--- src/rtl/pci_tw_pkg.sv ---
package pci_tw_pkg;
    localparam int ADDR_W = 32;
    localparam int DATA_W = 32;
    localparam int BE_W   = DATA_W / 8;

    localparam logic [3:0] CMD_MEM_WRITE = 4'b0111;

    typedef enum logic [1:0] {
        ST_IDLE,
        ST_CLAIM,
        ST_DATA,
        ST_DONE
    } tw_state_e;

    typedef struct packed {
        tw_state_e           state;
        logic                hit;
        logic [ADDR_W-1:0]   addr;
        logic                devsel_n;
        logic                trdy_n;
        logic                oe;
        logic                frame_prev;
    } tw_ctl_t;

    typedef struct packed {
        logic [DATA_W-1:0]   data;
        logic [BE_W-1:0]     be_n;
        logic                xfer_n;
    } tw_wdata_t;
endpackage

--- src/rtl/pci_tw_decode.sv ---
module pci_tw_decode
    import pci_tw_pkg::*;
#(
    parameter logic [ADDR_W-1:0] BAR_BASE = 32'h4000_0000,
    parameter logic [ADDR_W-1:0] BAR_SIZE = 32'h0000_1000
) (
    input  logic [ADDR_W-1:0] addr,
    input  logic [3:0]        cmd,
    output logic              match
);
    localparam logic [ADDR_W:0] LO_BOUND = {1'b0, BAR_BASE};
    localparam logic [ADDR_W:0] HI_BOUND = {1'b0, BAR_BASE} + {1'b0, BAR_SIZE};

    logic [ADDR_W:0] addr_ext;
    logic            in_window;
    logic            cmd_ok;

    always_comb begin
        addr_ext  = {1'b0, addr};
        in_window = (addr_ext >= LO_BOUND) && (addr_ext < HI_BOUND);
        cmd_ok    = (cmd == CMD_MEM_WRITE);
        match     = in_window && cmd_ok;
    end
endmodule

--- src/rtl/pci_tw_wdata.sv ---
module pci_tw_wdata
    import pci_tw_pkg::*;
(
    input  logic              clk,
    input  logic              rst_n,
    input  logic              capture,
    input  logic [DATA_W-1:0] ad,
    input  logic [BE_W-1:0]   cbe_n,
    output logic [DATA_W-1:0] data,
    output logic [BE_W-1:0]   be_n,
    output logic              xfer_n
);
    tw_wdata_t wd_d, wd_q;

    always_comb begin
        wd_d        = wd_q;
        wd_d.xfer_n = 1'b1;
        if (capture) begin
            wd_d.data   = ad;
            wd_d.be_n   = cbe_n;
            wd_d.xfer_n = 1'b0;
        end
    end

    always_ff @(posedge clk or negedge rst_n) begin
        if (!rst_n) begin
            wd_q.data   <= '0;
            wd_q.be_n   <= '1;
            wd_q.xfer_n <= 1'b1;
        end else begin
            wd_q <= wd_d;
        end
    end

    assign data   = wd_q.data;
    assign be_n   = wd_q.be_n;
    assign xfer_n = wd_q.xfer_n;
endmodule

--- src/rtl/pci_wr_target.sv ---
module pci_wr_target
    import pci_tw_pkg::*;
#(
    parameter logic [ADDR_W-1:0] BAR_BASE = 32'h4000_0000,
    parameter logic [ADDR_W-1:0] BAR_SIZE = 32'h0000_1000
) (
    input  logic              clk,
    input  logic              rst_n,
    input  logic              frame_n,
    input  logic              irdy_n,
    input  logic [ADDR_W-1:0] ad,
    input  logic [3:0]        cbe_n,
    output logic              devsel_n,
    output logic              trdy_n,
    output logic              ctl_oe,
    input  logic              lcl_rdy_n,
    output logic              lcl_hit,
    output logic [ADDR_W-1:0] lcl_addr,
    output logic [DATA_W-1:0] lcl_data,
    output logic [BE_W-1:0]   lcl_be_n,
    output logic              lcl_xfer_n
);
    localparam logic [ADDR_W:0] WIN_LO = {1'b0, BAR_BASE};
    localparam logic [ADDR_W:0] WIN_HI = {1'b0, BAR_BASE} + {1'b0, BAR_SIZE};

    tw_ctl_t ctl_d, ctl_q;
    logic    addr_match;
    logic    start_seen;
    logic    handshake;

    pci_tw_decode #(
        .BAR_BASE (BAR_BASE),
        .BAR_SIZE (BAR_SIZE)
    ) u_decode (
        .addr  (ad),
        .cmd   (cbe_n),
        .match (addr_match)
    );

    always_comb begin
        start_seen = !frame_n && ctl_q.frame_prev;
        handshake  = (ctl_q.state == ST_DATA) && !irdy_n && !ctl_q.trdy_n;
    end

    always_comb begin
        ctl_d            = ctl_q;
        ctl_d.frame_prev = frame_n;
        unique case (ctl_q.state)
            ST_IDLE: begin
                ctl_d.hit      = 1'b0;
                ctl_d.devsel_n = 1'b1;
                ctl_d.trdy_n   = 1'b1;
                ctl_d.oe       = 1'b0;
                if (start_seen && addr_match) begin
                    ctl_d.addr  = ad;
                    ctl_d.hit   = 1'b1;
                    ctl_d.state = ST_CLAIM;
                end
            end
            ST_CLAIM: begin
                ctl_d.devsel_n = 1'b0;
                ctl_d.oe       = 1'b1;
                ctl_d.trdy_n   = lcl_rdy_n;
                ctl_d.state    = ST_DATA;
            end
            ST_DATA: begin
                if (handshake && frame_n) begin
                    ctl_d.devsel_n = 1'b1;
                    ctl_d.trdy_n   = 1'b1;
                    ctl_d.state    = ST_DONE;
                end else begin
                    ctl_d.trdy_n = lcl_rdy_n;
                end
            end
            ST_DONE: begin
                ctl_d.hit   = 1'b0;
                ctl_d.oe    = 1'b0;
                ctl_d.state = ST_IDLE;
            end
            default: ctl_d.state = ST_IDLE;
        endcase
    end

    always_ff @(posedge clk or negedge rst_n) begin
        if (!rst_n) begin
            ctl_q.state      <= ST_IDLE;
            ctl_q.hit        <= 1'b0;
            ctl_q.addr       <= '0;
            ctl_q.devsel_n   <= 1'b1;
            ctl_q.trdy_n     <= 1'b1;
            ctl_q.oe         <= 1'b0;
            ctl_q.frame_prev <= 1'b1;
        end else begin
            ctl_q <= ctl_d;
        end
    end

    pci_tw_wdata u_wdata (
        .clk     (clk),
        .rst_n   (rst_n),
        .capture (handshake),
        .ad      (ad),
        .cbe_n   (cbe_n),
        .data    (lcl_data),
        .be_n    (lcl_be_n),
        .xfer_n  (lcl_xfer_n)
    );

    assign devsel_n = ctl_q.devsel_n;
    assign trdy_n   = ctl_q.trdy_n;
    assign ctl_oe   = ctl_q.oe;
    assign lcl_hit  = ctl_q.hit;
    assign lcl_addr = ctl_q.addr;

    // a held select always carries an address inside the window
    assert_hit_in_window_R2: assert property (@(posedge clk) disable iff (!rst_n)
        lcl_hit |-> ({1'b0, lcl_addr} >= WIN_LO) && ({1'b0, lcl_addr} < WIN_HI));

    // slow claim, select follows the hit by one clock
    assert_devsel_slow_R4: assert property (@(posedge clk) disable iff (!rst_n)
        $rose(lcl_hit) |=> !devsel_n);

    // target ready only after back-end ready on the previous edge
    assert_trdy_follows_rdy_R5: assert property (@(posedge clk) disable iff (!rst_n)
        !trdy_n |-> $past(!lcl_rdy_n));

    // each local strobe comes from a bus handshake one clock earlier
    assert_strobe_after_hs_R6: assert property (@(posedge clk) disable iff (!rst_n)
        !lcl_xfer_n |-> $past(!irdy_n && !trdy_n));

    // select drops together with the drivers, after devsel was released
    assert_release_order_R8: assert property (@(posedge clk) disable iff (!rst_n)
        $fell(lcl_hit) |-> !ctl_oe && $past(devsel_n) && $past(ctl_oe));

    // active control lines are always driven
    assert_driven_when_active_R9: assert property (@(posedge clk) disable iff (!rst_n)
        (!trdy_n || !devsel_n) |-> ctl_oe);
endmodule

--- config.mk ---
export PLATFORM = sky130hd
export DESIGN_NAME = pci_wr_target
export DESIGN_NICKNAME = d
export VERILOG_FILES = /design/src/rtl/pci_tw_pkg.sv /design/src/rtl/pci_tw_decode.sv /design/src/rtl/pci_tw_wdata.sv /design/src/rtl/pci_wr_target.sv
export SDC_FILE = /design/constraint.sdc
export NUM_CORES = 1
export LEC_CHECK = 0
export ABC_CLOCK_PERIOD_IN_PS = 4400
export BUFFER_PORTS_ARGS = -buffer_cell sky130_fd_sc_hd__buf_2
export CAP_MARGIN = 20
export CORE_ASPECT_RATIO = 1.75
export CORE_MARGIN = 2
export CORE_UTILIZATION = 53
export CTS_CLUSTER_DIAMETER = 30
export CTS_CLUSTER_SIZE = 10
export DETAILED_ROUTE_END_ITERATION = 8
export PLACE_DENSITY = 0.84
export SYNTH_ARGS = -nofsm -noshare
export SYNTH_HDL_FRONTEND = slang
export SYNTH_SLANG_ARGS = --single-unit
--- constraint.sdc ---
create_clock -name clk -period 4.4 [get_ports clk]
set_input_delay 0.88 -clock clk [delete_from_list [all_inputs] [get_ports clk]]
set_output_delay 0.88 -clock clk [all_outputs]
set_load 0.01 [all_outputs]
# Yosys cells after proc, flatten, opt, wreduce, memory -nomap -nowiden
# Cells that the tools add are included.
# classes
n_lt_le_gt_ge,2
n_eq_ne,6
muxes,9
reduce_logical,18
# ops
op,count
$mux W35,1
$ge A32 B31 Y1 const B,1
$lt A32 B31 Y1 const B,1
$pmux W2 S4,1
$logic_and A1 B1 Y1,7
$pmux W2 S3,1
$reduce_and A2 Y1,3
$eq A2 B2 Y1 const B,2
$eq A4 B3 Y1 const B,1
$pmux W1 S2,2
$reduce_bool A2 Y1,2
$logic_not A1 Y1,3
$mux W1,3
$reduce_bool A3 Y1,1
$eq A2 B1 Y1 const B,1
$logic_not A2 Y1,1
$mux W2,1
$ne A2 B1 Y1 const B,1
$ne A2 B2 Y1 const B,1
$reduce_or A2 Y1,1
# word_totals
ff_bits,76
in_bits,41
out_inout_bits,73
wordCells,45

# Depth between registers and ports, before layout
# Gate-level depths: netlist of run 1.
# logic_depth
ltp_word,6
ltp_mapped,7
depth_no_buf,6

# Modules after synthesis
# Synthesis of run 1 repeated with hierarchy kept, for this count alone.
# unflattened
cells_unflattened,225
hier_area_um2,3594.7
# modules_own_cells
mod,n_inst,cells_each,area_per_inst_um2
pci_wr_target,1,138,1991.9
pci_tw_wdata,1,78,1521.5
pci_tw_decode,1,9,81.3

# Worst setup path before layout of run 1
# Ideal clock, no wire load.
# synth_timing
path_type,input port to flip-flop
startpoint,in ad[12]
endpoint,reg ctl_q (netlist bit lcl_addr[10])
setup_ps,125
t_arrival_ps,2080
t_required_ps,4275
path_slack_ps,2195
path_stages,5
n_path_buf,1
cell_sequence,nor4_2 -> nand4_2 -> nor3_4 -> buf_6 -> mux2_4
# synth_via
elab_chain_len,5
# synth_lines
item,line_no,text
from (decl),pci_wr_target.sv:11,"input logic [ADDR_W-1:0] ad,"
$ge A32 B31 Y1 or $lt A32 B31 Y1 (tied branches),pci_tw_decode.sv:20,in_window = (addr_ext >= LO_BOUND) && (addr_ext < HI_BOUND);
$logic_and A1 B1 Y1 (*),pci_tw_decode.sv:20,
$logic_and A1 B1 Y1 (*),pci_tw_decode.sv:22,match = in_window && cmd_ok;
$logic_and A1 B1 Y1 (*),pci_wr_target.sv:54,if (start_seen && addr_match) begin
$reduce_and A2 Y1 (no source line) (*),-,
to (signal assigned),pci_wr_target.sv:94,ctl_q <= ctl_d;
to (decl),pci_wr_target.sv:26,"tw_ctl_t ctl_d, ctl_q;"
# Mark *: on every way between the ends. The rest lies on a longest branch, timed or not.
# A chain may end at the register's enable or synchronous reset.

# Final worst setup path of run 1
# layout_timing
startpoint,in ad[22]
endpoint,reg ctl_q (netlist bit lcl_addr[12])
# The elaborated chain is that of the path after synthesis.

==> metrics.txt, run 1 <==
initial antenna violation count=0; Fmax=368.8 MHz; Hold Violations, Final=0; H-tree depth=3; TritonCTS Buffers=9; Die Width=62.79 um; vias in the first global route=2069; clk slew on worst S/H paths=70 ps; fillers=456; Starting Density=54.52%; top cells by area, synth=dfrtp_1 (53%), mux2_2 (14%), buf_4 (7.5%); core area=5879 sq um; Setup Skew=7.375 ps; n_diodes=0; crit end category=register; static leakage=2.147 nW; worst slack at placement=1303 ps; die area=6711 sq um; Slew HR=33.15%; hold_ws=475.2 ps; PostCTS Resize Cnt=0; Slew @ Worst Pin=999.4 ps; TritonCTS clock tree=done; CTS root buf=clkbuf_8; DR DRC count=0; DRT iter0 DRCs=65; crit share post-route=61.62%; clk sink count=76; first-pass GRT wire length=10.29 mm; sequential share of the synthesized area=59.64%; Worst setup endpoint=lcl_addr[12]$_DFFE_PN0P_; area leader, netlist=dfrtp_1; Cells after Synth=220; GPL Wtd Cong=0.8681; Min-Delay Path Class=register to register; syn_area_per_cell=14.57 sq um; Post-Synthesis Cell Area=3206 sq um; gr ovfl total=0; clk_lat worst skew=330 ps; RSZ-0062 raised after global routing=false; Cell Rows=37; YS warnings=0; largest net degree at the start of global routing=77; syn_nets=266; met1 wire length=2.430 mm; vias per inst=5.015; count of state elements after synthesis=76; PD cells=312.2 nW/um^2; nets=354; Worst setup SP type=input pin; setup slack, reg-to-reg=2110 ps; Routed WL=6.315 mm; uppermost layer routed=met4; status=finished clean; Syn-to-layout area delta=17.72%; setup slack after layout=1689 ps; crit path max fanout=17; peak supply drop=219.2 uV; Required @ worst endpoint=4610 ps; path depth of the worst reg2reg path=5; 1st-pass router iterations=4; CTS Buffer Depth=2; share of cells above drive strength 1=62.38%; DR WL/cell=16.23 um; Global Route Usage Sum=20.36%; reg2reg end=lcl_addr[12]$_DFFE_PN0P_; Die Ht=106.9 um; max_cap viols=0; met2 routed WL=3.500 mm; Setup Fix Bufs, Post-CTS=0; # port buffers=113; Synth cell types=30; hold_buf cts=0; post-route ant nets=0; R2R Path Start=ctl_q[0]$_DFF_PN1_; DR WL met3=284 um; Worst Path Arrival=2920 ps; I/O pin count=114; critical path type=input pin to register; setup TNS=0 ps; worst hold start=lcl_addr[30]$_DFFE_PN0P_; Tmin final=2711 ps; area share of the largest cell type after synthesis=53.08%; final setup fails=0; Vias=1951; post-DP HPWL=4.696 mm; CP startpoint=ad[22]; Final Max Slew Viols=0
## cell usage in the layout, fill, tap and decap left out, types with 3 or more instances in the layout
master / netlist / final
buf_2: 6 / 112
dfrtp_1: 68 / 68
mux2_2: 41 / 41
nor2b_1: 19 / 19
mux2_4: 10 / 10
clkbuf_8: 0 / 10
dfstp_2: 8 / 8
ha_1: 5 / 5
inv_1: 4 / 4
buf_4: 32 / 4
nor4_1: 3 / 3
clkinv_2: 0 / 3
## critical path: stages
cell     delay, ps
buf_2          100
nor4_1         460
nand3_1        230
nor3_4         810
buf_4          350
nor2b_1         70
## flip-flops by register name, summed over array words and instances, names as in the netlist
register	flops
ctl_oe	1
ctl_q	3
devsel_n	1
lcl_addr	32
lcl_hit	1
trdy_n	1
u_wdata.be_n	4
u_wdata.data	32
u_wdata.xfer_n	1
## synthesized netlist by cell type (all sizes together)
library cell	n
o41ai	1
nand3	1
and4bb	1
nor2	2
a21oi	2
a21boi	1
inv	4
nor3	1
nor3b	1
dfstp	8
a31oi	1
nor4bb	2
o31ai	1
buf	39
nand2	1
o22a	1
o21ai	2
nor4b	1
nor4	4
a211oi	1
dfrtp	68
ha	5
nand4	1
nor2b	19
mux2	51
or2	1
## area by class of cell
type	count	area (sq um)	area share, %
timing repair buffer	116	590.6	15.65
inverter	4	15.01	0.3979
tap	78	97.59	2.586
clock inverter	3	15.01	0.3979
multi-input combinational	101	1002	26.56
sequential	76	1912	50.66
clock buffer	11	141.4	3.747
## worst min-delay path by stage
stage / end / cells after the start
3_5_place_dp: lcl_addr[30]$_DFFE_PN0P_ / 1
4_1_cts: lcl_addr[30]$_DFFE_PN0P_ / 1
3_3_place_gp: lcl_addr[30]$_DFFE_PN0P_ / 1
2_1_floorplan: lcl_addr[30]$_DFFE_PN0P_ / 1
5_1_grt: lcl_addr[30]$_DFFE_PN0P_ / 1
6_report: lcl_addr[30]$_DFFE_PN0P_ / 1
## cell families (layout without fill, tap and decap cells)
family,count (synthesis),count (layout),synth area share [%]
and+or+nand+nor,35,35,8.001
DFF,76,76,59.64
muxes,51,51,19.09
adders and majority gates,5,5,1.952
AOI/OAI and AO/OA,10,10,2.069
buffers and inverters,43,134,9.250
## layer usage
metal  track usage [%]  vias up
met2             34.25       64
met5                 0        -
li1                  -      896
met3             6.191        9
met4             8.889        0
met1             24.00      982
## stage by stage
step / utilization [%] / std cells / cell area, sq um / total power [W]
floorplan: - / 220 / 3206 / 0.0007165
global placement: 61.52 / 375 / 3617 / 0.0007545
detailed placement: 61.52 / 375 / 3617 / 0.0007557
CTS: 64.18 / 389 / 3774 / 0.001196
global route: 64.18 / 389 / 3774 / 0.001235
finish: 64.18 / 389 / 3774 / 0.001178
## power breakdown
part           internal [W]  switching, W  total (W)
clock              0.000211      0.000226   0.000437
combinational     0.0000156     0.0000262  0.0000418
sequential         0.000699  0.0000000920   0.000700
total              0.000926      0.000252    0.00118
Note: power is estimated with default switching activity, not from simulation.
==> inputs of run 2 (changes only) <==
Settings changed: ABC_CLOCK_PERIOD_IN_PS 4400 to 2800, CORE_UTILIZATION 53 to 49, PLACE_DENSITY 0.84 to 0.79.
Clock period 4.4 ns to 2.8 ns, I/O delays scaled along.
==> run 2 against run 1 <==
Against the previous run:
- sequential power is 57% higher
- clock-buffer cell count is 3 higher
- hold slack lost 120 ps
- clock skew barely moved
- critical path type unchanged
- largest power group unchanged
==> metrics.txt, run 2 (same netlist as run 1, synthesis figures left out) <==
clk_lat worst skew=330 ps (about the same); critical path type=input pin to register; # port buffers=113 (unchanged); H-tree depth=3 (unchanged); CTS Buffer Depth=2 (unchanged); Setup Fix Bufs, Post-CTS=0 (unchanged); peak supply drop=437.5 uV (+100%); DR WL/cell=15.91 um (-2.0%); final setup fails=0 (unchanged); crit end category=register; worst slack at placement=429.7 ps (-873.5 ps); TritonCTS Buffers=9 (unchanged); gr ovfl total=0 (unchanged); most common cell after layout, fill and taps aside=buf_2; initial antenna violation count=0 (unchanged); Syn-to-layout area delta=21.70%; crit path max fanout=5 (-12); PD cells=558.6 nW/um^2 (+79%); Slew HR=38.37% (+5.2 points); Fmax=507.2 MHz; Hold Violations, Final=0 (unchanged); PostCTS Resize Cnt=0 (unchanged); Global Route Usage Sum=18.66% (-1.7 points); first-pass GRT wire length=9.936 mm (-3.4%); setup TNS=0 ps (unchanged); Cell Rows=39 (+5.4%); max_cap viols=0 (unchanged); nets=356 (+0.56%); CP max stage cell=nor4_1; Vias=1927 (-1.2%); Worst Path Arrival=2180 ps (-740 ps); share of cells above drive strength 1=61.90% (-0.47 points); Worst setup SP type=input pin; Setup Skew=6.929 ps (-0.4455 ps); die area=7230 sq um (+7.7%); post-route ant nets=0 (unchanged); TritonCTS clock tree=done; DR DRC count=0 (unchanged); setup slack after layout=828.2 ps (-860.5 ps); n_diodes=0 (unchanged); clk slew on worst S/H paths=60 ps (about the same); I/O pin count=114 (unchanged); CTS root buf=clkbuf_16; status=finished clean; Final Util=60.57% (-3.6 points); RSZ-0062 raised after global routing=false; Slew @ Worst Pin=924.5 ps (-74.92 ps); Die Ht=111.0 um (+3.9%); post-DP HPWL=4.674 mm (-0.47%); core area=6441 sq um (+9.6%); CP peak stage delay=450 ps (-360 ps); fillers=531 (+16%); DRT iter0 DRCs=107 (+65%); most frequent cells in the layout=buf_2 (112), dfrtp_1 (68), mux2_2 (41); Min-Delay Path Class=input pin to register; vias in the first global route=1980 (-4.3%); vias per inst=4.854 (-3.2%); Final Max Slew Viols=0 (unchanged); Starting Density=49.77% (-4.8 points); largest net degree at the start of global routing=77 (unchanged); hold_buf cts=0 (unchanged); static leakage=2.204 nW (+2.6%); Routed WL=6.318 mm (about the same); 1st-pass router iterations=4 (unchanged); Tmin final=1972 ps; crit-path cells=buf_2 > nor4_1 > nand3_1 > nor3_4 > buf_4 > mux2_4; GPL Wtd Cong=0.8223 (-5.3%); Required @ worst endpoint=3010 ps (-1600 ps); Die Width=65.14 um (+3.7%); clk sink count=76 (unchanged); crit share post-route=70.42%
-- run 2: changes by cell type in the layout (fill, tap and decap cells not counted) --
cell / previous run / this run
clkbuf_1: 1 / 4
clkbuf_8: 10 / 1
clkinv_2: 3 / 2
clkbuf_16: 0 / 9
buf_4: 4 / 6
-- run 2: worst paths after layout --
kind | slack, ps | from | cells after the start | to
min | 350 | frame_n | 1 | ctl_q[0]$_DFF_PN1_
max reg2reg | 920 | ctl_q[0]$_DFF_PN1_ | 5 | lcl_addr[3]$_DFFE_PN0P_
max in group asynchronous | 1830 | rst_n | 1 | u_wdata.data[26]$_DFFE_PN0P_
min reg2reg | 480 | lcl_addr[30]$_DFFE_PN0P_ | 1 | lcl_addr[30]$_DFFE_PN0P_
min in group asynchronous | 380 | rst_n | 1 | u_wdata.data[31]$_DFFE_PN0P_
max | 830 | ad[22] | 6 | lcl_addr[3]$_DFFE_PN0P_
-- run 2: per-stage QoR --
step	area, sq um	hold slack [ps]	cells	total power (W)
detailed placement	3637	477.6	381	0.001187
global route	3901	346.6	397	0.002271
floorplan	3206	264.4	220	0.001126
finish	3901	354.2	397	0.002179
global placement	3637	470.1	381	0.001187
CTS	3901	339.7	397	0.002215
-- run 2: layout make-up --
cell class,instances,area (sq um),area share [%]
clock buffer,14,254.0,6.511
clock inverter,2,10.01,0.2566
inverter,4,15.01,0.3849
multi-input combinational,101,1002,25.69
sequential,76,1912,49.01
tap,82,102.6,2.630
timing repair buffer,118,605.6,15.52
-- run 2: metal layers --
metal | wire, um | track usage (%) | part of all wire (%) | up-vias
met5 | 0 | 0 | 0 | -
met4 | 175 | 10.00 | 2.8 | 0
met3 | 309 | 4.873 | 4.9 | 13
met2 | 3409 | 30.93 | 54 | 58
met1 | 2424 | 21.68 | 38 | 951
li1 | - | - | - | 905
-- run 2: report_power, final --
part	total, W	leakage, nW	switching [W]	internal, W
Sequential	0.00110	1.03	0.000000101	0.00110
Clock	0.00101	0.131	0.000390	0.000621
Combinational	0.0000663	1.04	0.0000418	0.0000245
-- run 2: critical path: cells and delay by family --
family	cells	cell delay, ps
buf+inv	2	330
mux	1	310
simple gates	3	980
